===== src/rtl/por_pulse_gen.sv =====
module por_pulse_gen #(
  parameter int CNT_W     = 4,
  parameter int WIN_START = 2,
  parameter int WIN_END   = 4,
  parameter bit ACT_HIGH  = 1'b1
) (
  input  logic clk,
  output logic rst_o
);
  localparam logic [CNT_W-1:0] START_V = CNT_W'(WIN_START);
  localparam logic [CNT_W-1:0] END_V   = CNT_W'(WIN_END);

  if (WIN_START >= WIN_END || WIN_START < 0 || WIN_END > (2**CNT_W) - 1) begin : g_bad_params
    $error("por_pulse_gen: need 0 <= WIN_START < WIN_END <= 2**CNT_W-1");
  end

  logic [CNT_W-1:0] cnt    = '0;
  logic             active = 1'b0;
  logic [CNT_W-1:0] cnt_nxt;
  logic             done;

  assign done    = (cnt == END_V);
  assign cnt_nxt = done ? cnt : cnt + 1'b1;

  always_ff @(posedge clk) begin
    cnt    <= cnt_nxt;
    active <= (cnt_nxt >= START_V) && (cnt_nxt < END_V);
  end

  assign rst_o = ACT_HIGH ? active : ~active;
endmodule


===== config.mk =====
export PLATFORM = sky130hd
export DESIGN_NAME = por_pulse_gen
export DESIGN_NICKNAME = d
export VERILOG_FILES = /design/src/rtl/por_pulse_gen.sv
export SDC_FILE = /design/constraint.sdc
export NUM_CORES = 1
export LEC_CHECK = 0
export BUFFER_PORTS_ARGS = -buffer_cell sky130_fd_sc_hd__buf_2
export CORE_AREA = 2 2 39 41
export CTS_CLUSTER_DIAMETER = 40
export DETAILED_ROUTE_END_ITERATION = 12
export DIE_AREA = 0 0 41 43
export HOLD_SLACK_MARGIN = 0.12
export PLACE_DENSITY_LB_ADDON = 0.12
export SYNTH_ARGS = -nofsm -noshare
export SYNTH_HDL_FRONTEND = slang
export SYNTH_SLANG_ARGS = --single-unit

===== constraint.sdc =====
create_clock -name clk -period 1.7 [get_ports clk]
set_clock_uncertainty 0.2 [all_clocks]
set_input_delay 0.085 -clock clk [delete_from_list [all_inputs] [get_ports clk]]
set_output_delay 0.085 -clock clk [all_outputs]
set_load 0.05 [all_outputs]

==> impl_metrics.json, run 1 <==
{
  "status": "finished clean",
  "synth_fp_nets": 26,
  "rows": 14,
  "clkSlewWorstSetupHoldPaths_ps": 40,
  "nNetsFinal": 32,
  "min_from": "cnt[2]",
  "gp_congestion": 0.637,
  "rsz0062_at_grt": "false",
  "synth.avg_cell_area_sq_um": 10.4,
  "antennaDiodeCount": 0,
  "numCtsBuffers": 3,
  "final_max_slew_viol_count": 0,
  "clkSinkCount": 5,
  "cts.repair.resized": 0,
  "cp-end-kind": "flip-flop",
  "worstPathArrival_ps": 1260,
  "timing_worst_setup_path_type": "reg -> reg",
  "cts_tree": "done",
  "setup-violations-final": 0,
  "max_freq_mhz": 775,
  "dr.pass1.iters": 4,
  "grt_pass1_wl_um": 655,
  "ys_seq_area_share_pct": 44.0,
  "die-width_um": 41,
  "cellPowerDensity_nw_per_um2": 916,
  "drt-total-wl_um": 347,
  "ys_seq_elements": 5,
  "tightest_slew_ps": 246,
  "area_growth_pct": 22.5,
  "clock_path_buffers": 2,
  "ctsRootBufferMaster": "clkbuf_4",
  "io_buffers": 1,
  "dp_hpwl_um": 265,
  "r2r-start": "cnt[0]",
  "globalRouteTotalUtil_pct": 6.63,
  "worstPathRequired_ps": 1670,
  "cp-startpoint": "cnt[0]",
  "synthesis.area_sq_um": 228,
  "final_hold_viol_count": 0,
  "fin_util_pct": 20.2,
  "routed-via-count": 155,
  "min_path_type": "reg -> reg",
  "vdd_drop_max_mv": 0.303,
  "start_util_pct": 16.5,
  "ioPinCount": 2,
  "die_h_um": 43,
  "cap_violations": 0,
  "worstRegToRegCells": 5,
  "min_period_over_period_pct": 75.9,
  "ys_warn_count": 0,
  "drive_gt1_share_pct": 25.9,
  "hold_depth": 2,
  "core-area_sq_um": 1380,
  "synth.distinct_cells": 13,
  "insertion_delay_ps": 240,
  "dr.first_iter.drc_count": 3,
  "stdcell_count": 43,
  "h-tree-depth": 1,
  "grt_max_degree": 6,
  "min_period_ps": 1290,
  "final_common_cell": "dfxtp_1",
  "slew_headroom_pct": 83.7,
  "antenna_found_initial": 0,
  "power.leakage_nw": 0.114,
  "grt_pass1_vias": 159,
  "tns_ps": 0,
  "cts_setup_buffers": 0,
  "worst-path-max-fanout": 4,
  "fp.dieArea_sq_um": 1760,
  "routed_via_density": 3.60,
  "ant_nets": 0,
  "cts_hold_buf": 0,
  "dpl.cell_count": 39,
  "overflow": 0,
  "routedWlPerCell_um": 8.07,
  "final_cell_mix": "dfxtp_1, ha_1, clkbuf_4",
  "critPathLaunchType": "flip-flop",
  "drc_errors": 0,
  "synthCells": 22
}
## flip-flops by register name, indices dropped and copies added (netlist names)
| register | flops |
|---|---|
| cnt | 4 |
| rst_o | 1 |
## kinds of logic (layout without fill, tap and decap cells)
family,after synthesis,in the layout,synth area share (%)
simple gates,8,8,20.9
flops,5,5,44.0
fa+ha+maj,3,3,16.5
compound gates,2,2,7.69
xor+xnor,2,2,7.69
buf+inv,2,7,3.30
## through the flow
stage | setup WS [ps] | total power [W] | hold slack, ps | instance area [sq um]
after floorplan | 515 | 0.000120 | 299 | 228
after global placement | 373 | 0.000120 | 331 | 253
after detailed placement | 425 | 0.000120 | 336 | 253
after CTS | 405 | 0.000264 | 347 | 279
after global routing | 323 | 0.000278 | 385 | 279
final | 410 | 0.000256 | 339 | 279
## metal layers
layer	wire length (um)	track usage, %	part of all wire (%)
met1	177	7.07	51
met2	130	6.25	37
met3	39	9.42	11
met4	0	4.00	0
met5	0	0	0
## critical path: stages (launching register included)
cell	delay [ps]
dfxtp_1	370
inv_1	80
ha_1	240
nand2b_1	100
a21oi_2	60
nor3_2	170
## path summary, 6_finish.rpt
| path | end | slack (ps) |
|---|---|---|
| max reg2reg | rst_o | 410 |
| min | cnt[0] | 340 |
| max | rst_o | 410 |
| min reg2reg | cnt[0] | 340 |
## layout make-up
cell class | count | area, sq um
timing repair buffer | 1 | 5.00
inverter | 2 | 7.51
tap | 16 | 20.0
multi-input combinational | 15 | 120
clock buffer | 4 | 26.3
sequential | 5 | 100
fill | 152 | 1100
## where the power goes
part	internal, W	total (W)	switching [W]
clock network	0.0000888	0.000138	0.0000491
registers	0.000118	0.000118	0
logic	0	0.0000000000589	0
total	0.000206	0.000256	0.0000491
## Yosys cell counts
cell | n | area (sq um)
nor3_2 | 1 | 10.0
inv_1 | 2 | 7.51
nor3_1 | 1 | 5.00
nor2_1 | 2 | 7.51
and2_1 | 1 | 6.26
a21oi_2 | 1 | 8.76
xnor2_1 | 2 | 17.5
dfxtp_1 | 5 | 100
ha_1 | 3 | 37.5
nand3_1 | 1 | 5.00
nand2b_1 | 1 | 6.26
a21o_2 | 1 | 8.76
nand3b_1 | 1 | 7.51
Power figures use the tool's default switching activity.
==> inputs of run 2 (changes only) <==
--- a/config.mk
+++ b/config.mk
@@ -5,6 +5,7 @@
 export SDC_FILE = /design/constraint.sdc
 export NUM_CORES = 1
 export LEC_CHECK = 0
+export ABC_AREA = 1
 export BUFFER_PORTS_ARGS = -buffer_cell sky130_fd_sc_hd__buf_2
 export CORE_AREA = 2 2 39 41
 export CTS_CLUSTER_DIAMETER = 40
==> constraint.sdc (replaced) <==
create_clock -name clk -period 1.1 [get_ports clk]
set_clock_uncertainty 0.2 [all_clocks]
set_input_delay 0.055 -clock clk [delete_from_list [all_inputs] [get_ports clk]]
set_output_delay 0.055 -clock clk [all_outputs]
set_load 0.05 [all_outputs]
==> impl_metrics.json, run 2 <==
{
  "routed_via_density": 3.87,
  "power_frac_clock_pct": 54.0,
  "largest_register": "cnt",
  "synth.avg_cell_area_sq_um": 8.36,
  "synthCells": 28,
  "ys_seq_elements": 5,
  "synth_largest_area_cell": "dfxtp_1",
  "synth_compound_area_share_pct": 3.21,
  "synthTopCellsByArea": "dfxtp_1, ha_1, nand2_1, inv_1, nand3_1",
  "synth_edf_count": 0,
  "rows": 14,
  "setup-violations-final": 2,
  "fillers": 159,
  "antennaDiodeCount": 0,
  "largest_register_ffs": 4,
  "fp.dieArea_sq_um": 1760,
  "insertion_delay_ps": 240,
  "ant_nets": 0,
  "cap_violations": 0,
  "core-area_sq_um": 1380,
  "tightest_slew_ps": 247,
  "power.switching_w": 0.0000740,
  "cts_hold_buf": 0,
  "failed_checks": "setup timing",
  "synth_fp_nets": 32,
  "clkSinkCount": 5,
  "multi_input_area_sq_um": 150,
  "synthArstFlopShare_pct": 0,
  "min_period_ps": 1250,
  "grt_max_degree": 6,
  "antenna_found_initial": 0,
  "drive_gt1_share_pct": 47.2,
  "ys_warn_count": 0,
  "pwr-share-comb_pct": 0,
  "sw_frac_of_total_pct": 18.9,
  "dpl.cell_count": 48,
  "synth_top_area_share_pct": 42.8,
  "cts_setup_buffers": 0,
  "drt-total-wl_um": 419,
  "dr.pass1.iters": 4,
  "h-tree-depth": 1,
  "muxShareOfSynthArea_pct": 0,
  "ioPinCount": 2,
  "grt_pass1_wl_um": 745,
  "worstPathArrival_ps": 1240,
  "yosys-top-cells-count": "nand2_1, dfxtp_1, inv_1",
  "die-width_um": 41,
  "worstPathRequired_ps": 1080,
  "slew_headroom_pct": 83.6,
  "power.leakage_nw": 0.133,
  "gp_congestion": 0.656,
  "nNetsFinal": 41,
  "pwr-share-seq_pct": 46.0,
  "worst_slack_ps": -153,
  "critPathLaunchType": "flip-flop",
  "ys_seq_area_share_pct": 42.8,
  "final_max_slew_viol_count": 0,
  "io_buffers": 1,
  "final_cell_mix": "nand2_1, inv_1, clkbuf_4, dfxtp_1",
  "synth.distinct_cells": 11,
  "drc_errors": 0,
  "globalRouteTotalUtil_pct": 7.43,
  "synth_adder_area_share_pct": 16.0,
  "vdd_drop_max_mv": 0.604,
  "critPathSlowestCell": "dfxtp_2",
  "worst-path-max-fanout": 2,
  "tns_ps": -260,
  "synth-simple-area-share_pct": 26.2,
  "clock_path_buffers": 2,
  "die_h_um": 43,
  "synthXorXnorAreaFrac_pct": 3.74,
  "dp_hpwl_um": 318,
  "max_freq_mhz": 798,
  "stdcell_count": 52,
  "routed-via-count": 201,
  "area_growth_pct": 50.3,
  "final_hold_viol_count": 0,
  "whs_ps": 306,
  "synthesis.area_sq_um": 234,
  "grt_pass1_vias": 186,
  "max_stage_delay_ps": 320,
  "dr.first_iter.drc_count": 2,
  "intPower_w": 0.000317,
  "cellPowerDensity_nw_per_um2": 1110,
  "seqCellArea_sq_um": 105,
  "synth.most_common_cell": "nand2_1",
  "min_period_over_period_pct": 114,
  "status": "complete, but fails checks",
  "start_util_pct": 16.9,
  "rsz0062_at_grt": "true",
  "final_common_cell": "nand2_1",
  "numCtsBuffers": 3,
  "routedWlPerCell_um": 8.06,
  "ctsRootBufferMaster": "clkbuf_4",
  "synth_top_family_by_area": "simple AND/OR/NAND/NOR gates",
  "timing_worst_setup_path_type": "reg -> reg",
  "cts_tree": "done",
  "synth_ff_type": "dfxtp_1",
  "crit_chain": "buf_6 > ha_4 > or2_0 > nand2_1 > nand2_2 > nor2_2",
  "clkSlewWorstSetupHoldPaths_ps": 40,
  "min_path_type": "reg -> reg",
  "overflow": 0,
  "cp-end-kind": "flip-flop"
}
==> run 2: cell families after synthesis <==
kind of cell             count (synthesis)
buffers and inverters                    5
adder cells (fa/ha/maj)                  3
AND/OR/NAND/NOR                         13
flip-flops                               5
XOR/XNOR                                 1
AO/OA/AOI/OAI                            1
==> run 2: cell type report <==
class / instances / area share (%)
multi-input combinational: 18 / 42.7
timing repair buffer: 4 / 8.90
sequential: 5 / 29.9
tap: 16 / 5.69
inverter: 5 / 5.34
clock buffer: 4 / 7.47
==> run 2: power groups by stage <==
| stage | combinational (W) | sequential, W | clock, W |
|---|---|---|---|
| finish | 0.0000000000763 | 0.000180 | 0.000211 |
| global route | 0.0000000000763 | 0.000179 | 0.000242 |
| CTS | 0.0000000000763 | 0.000179 | 0.000223 |
| detailed placement | 0.0000000000739 | 0.000183 | 0 |
| global placement | 0.0000000000739 | 0.000183 | 0 |
| floorplan | 0.0000000000519 | 0.000183 | 0 |
==> run 2: what timing repair did <==
| action | CTS | global route |
|---|---|---|
| cloned | 0 | 0 |
| setup endpoints to repair | 4 | 4 |
| pin swaps | 0 | 1 |
| gates resized for setup | 4 | 0 |
==> run 2: critical path: cells and delay by family, from the launching register on <==
family | cells | cell delay [ps]
adders and majority gates | 1 | 150
buffers and inverters | 1 | 110
DFF | 1 | 320
and+or+nand+nor | 4 | 420
==> run 2: through the flow <==
stage	util (%)	worst slack [ps]	area, sq um	power (W)
5_1_grt	25.4	-218	352	0.000421
6_report	25.4	-153	352	0.000390
4_1_cts	25.4	-160	352	0.000402
3_3_place_gp	22.5	-186	312	0.000183
2_1_floorplan	-	-175	264	0.000183
3_5_place_dp	22.5	-188	312	0.000183
==> run 2: metal layers <==
metal  GRT usage [%]  routed length [um]  vias to the layer above
met1            6.75                 163                       93
met2            9.06                 208                        5
met5               0                   0                        -
li1                -                   -                      103
met3            9.42                  47                        0
met4            4.00                   0                        0
==> run 2: worst paths after layout <==
path,startpoint,endpoint,slack [ps],depth (start not counted)
worst max-delay path,cnt[1],rst_o,-150,6
worst min-delay path,cnt[3],cnt[3],310,2
worst max register to register,cnt[1],rst_o,-150,6
worst min register to register,cnt[3],cnt[3],310,2
==> inputs of run 3 (changes only) <==
--- a/config.mk
+++ b/config.mk
@@ -6,13 +6,15 @@
 export NUM_CORES = 1
 export LEC_CHECK = 0
 export ABC_AREA = 1
-export BUFFER_PORTS_ARGS = -buffer_cell sky130_fd_sc_hd__buf_2
+export BUFFER_PORTS_ARGS = -buffer_cell sky130_fd_sc_hd__buf_4
+export CAP_MARGIN = 20
 export CORE_AREA = 2 2 39 41
 export CTS_CLUSTER_DIAMETER = 40
 export DETAILED_ROUTE_END_ITERATION = 12
 export DIE_AREA = 0 0 41 43
 export HOLD_SLACK_MARGIN = 0.12
 export PLACE_DENSITY_LB_ADDON = 0.12
+export RECOVER_POWER = 25
 export SYNTH_ARGS = -nofsm -noshare
 export SYNTH_HDL_FRONTEND = slang
 export SYNTH_SLANG_ARGS = --single-unit
==> impl_metrics.json, run 3 (synthesis results as in run 2) <==
{
  "place_area_sq_um": 314,
  "core-area_sq_um": 1380,
  "max_freq_mhz": 792,
  "dr.pass1.iters": 1,
  "min_path_type": "reg -> reg",
  "die-width_um": 41,
  "final_max_slew_viol_count": 0,
  "dpl.cell_count": 48,
  "min_period_ps": 1260,
  "clock_path_buffers": 2,
  "final_cell_mix": "nand2_1, buf_4, inv_1, clkbuf_4, dfxtp_1",
  "drive_gt1_share_pct": 48.6,
  "power.leakage_nw": 0.138,
  "antennaDiodeCount": 0,
  "ioPinCount": 2,
  "cp-end-kind": "flip-flop",
  "cts_tree": "done",
  "routed-via-count": 206,
  "drt-total-wl_um": 473,
  "worstPathArrival_ps": 1250,
  "min_period_over_period_pct": 115,
  "power_w": 0.000398,
  "worstPathRequired_ps": 1080,
  "cap_violations": 0,
  "vdd_drop_max_mv": 0.423,
  "routedWlPerCell_um": 8.92,
  "fp.dieArea_sq_um": 1760,
  "slew_headroom_pct": 87.4,
  "numCtsBuffers": 3,
  "dp_hpwl_um": 351,
  "pre_cts_slack_ps": -191,
  "cpLargestDelayFamily": "simple AND/OR/NAND/NOR gates",
  "cellPowerDensity_nw_per_um2": 1100,
  "largest_register": "cnt",
  "overflow": 0,
  "start_util_pct": 16.9,
  "stdcell_count": 53,
  "routed_via_density": 3.89,
  "failed_checks": "setup timing",
  "ctsRootBufferMaster": "clkbuf_4",
  "antenna_found_initial": 0,
  "io_buffers": 1,
  "clkSlewWorstSetupHoldPaths_ps": 50,
  "rsz0062_at_grt": "true",
  "critPathLaunchType": "flip-flop",
  "insertion_delay_ps": 240,
  "tightest_slew_ps": 188,
  "grt_max_degree": 6,
  "whs_ps": 300,
  "drc_errors": 0,
  "worst_slack_ps": -163,
  "status": "complete, but fails checks",
  "rows": 14,
  "critPathBufInv": 1,
  "die_h_um": 43,
  "final_common_cell": "nand2_1",
  "setup-violations-final": 3,
  "worst-path-max-fanout": 2,
  "nNetsFinal": 42,
  "timing_worst_setup_path_type": "reg -> reg",
  "gp_congestion": 0.658,
  "largest_register_ffs": 4,
  "grt_pass1_wl_um": 848,
  "dr.first_iter.drc_count": 0,
  "final_hold_viol_count": 0,
  "fin_area_sq_um": 362,
  "max_stage_delay_ps": 330,
  "cts_hold_buf": 0,
  "grt_pass1_vias": 231,
  "crit_chain": "buf_6 > ha_4 > or2_0 > nand2_1 > nand2_2 > nor2_2",
  "h-tree-depth": 1,
  "clkSinkCount": 5,
  "area_growth_pct": 54.5,
  "globalRouteTotalUtil_pct": 7.44,
  "critPathSlowestCell": "dfxtp_2",
  "ant_nets": 0
}
==> run 3: changes by cell type in the layout (fill, tap and decap cells not counted) <==
cell	delta
buf_4	+2
buf_2	-1
==> run 3: final cells by class <==
cell class / count / area (sq um)
Timing Repair Buffer: 5 / 41.3
Multi-Input combinational cell: 18 / 150
Sequential cell: 5 / 105
Clock buffer: 4 / 26.3
Fill cell: 149 / 1020
Inverter: 5 / 18.8
Tap cell: 16 / 20.0
==> run 3: worst reg2reg max path, stage by stage (launching register included) <==
cell and delay (ps):
dfxtp_2 330, buf_6 120, ha_4 150, or2_0 190, nand2_1 100, nand2_2 60
nor2_2 60
==> run 3: final timing paths <==
kind,start,end,slack [ps],cells after the start
worst max register to register,cnt[1],rst_o,-160,6
worst min register to register,cnt[3],cnt[3],300,2
worst max-delay path,cnt[1],rst_o,-160,6
worst min-delay path,cnt[3],cnt[3],300,2
==> run 3: power breakdown <==
group	total (W)	switching [W]	leakage, nW	internal [W]
registers	0.000179	0	0.0416	0.000179
logic	0.0000000000816	0	0.0816	0
clock network	0.000219	0.0000814	0.0150	0.000138
total	0.000398	0.0000814	0.138	0.000317
==> run 3: per-stage QoR <==
step | TNS (ps) | utilization, %
2_1_floorplan | -180 | -
3_3_place_gp | -340 | 22.7
3_5_place_dp | -417 | 22.7
4_1_cts | -308 | 25.6
5_1_grt | -631 | 26.1
6_report | -431 | 26.1
==> run 3: metal layers <==
layer / global-route usage (%) / share of wire [%]
met1: 8.06 / 42
met2: 10.6 / 53
met3: 1.57 / 4.9
met4: 8.00 / 0
met5: 0 / 0
==> run 3: timing repair <==
| item | CTS | global route |
|---|---|---|
| pin swaps | 1 | 1 |
| endpoints found under the setup margin | 4 | 4 |
| resized for setup | 4 | 0 |
| buffers inserted | 0 | 1 |
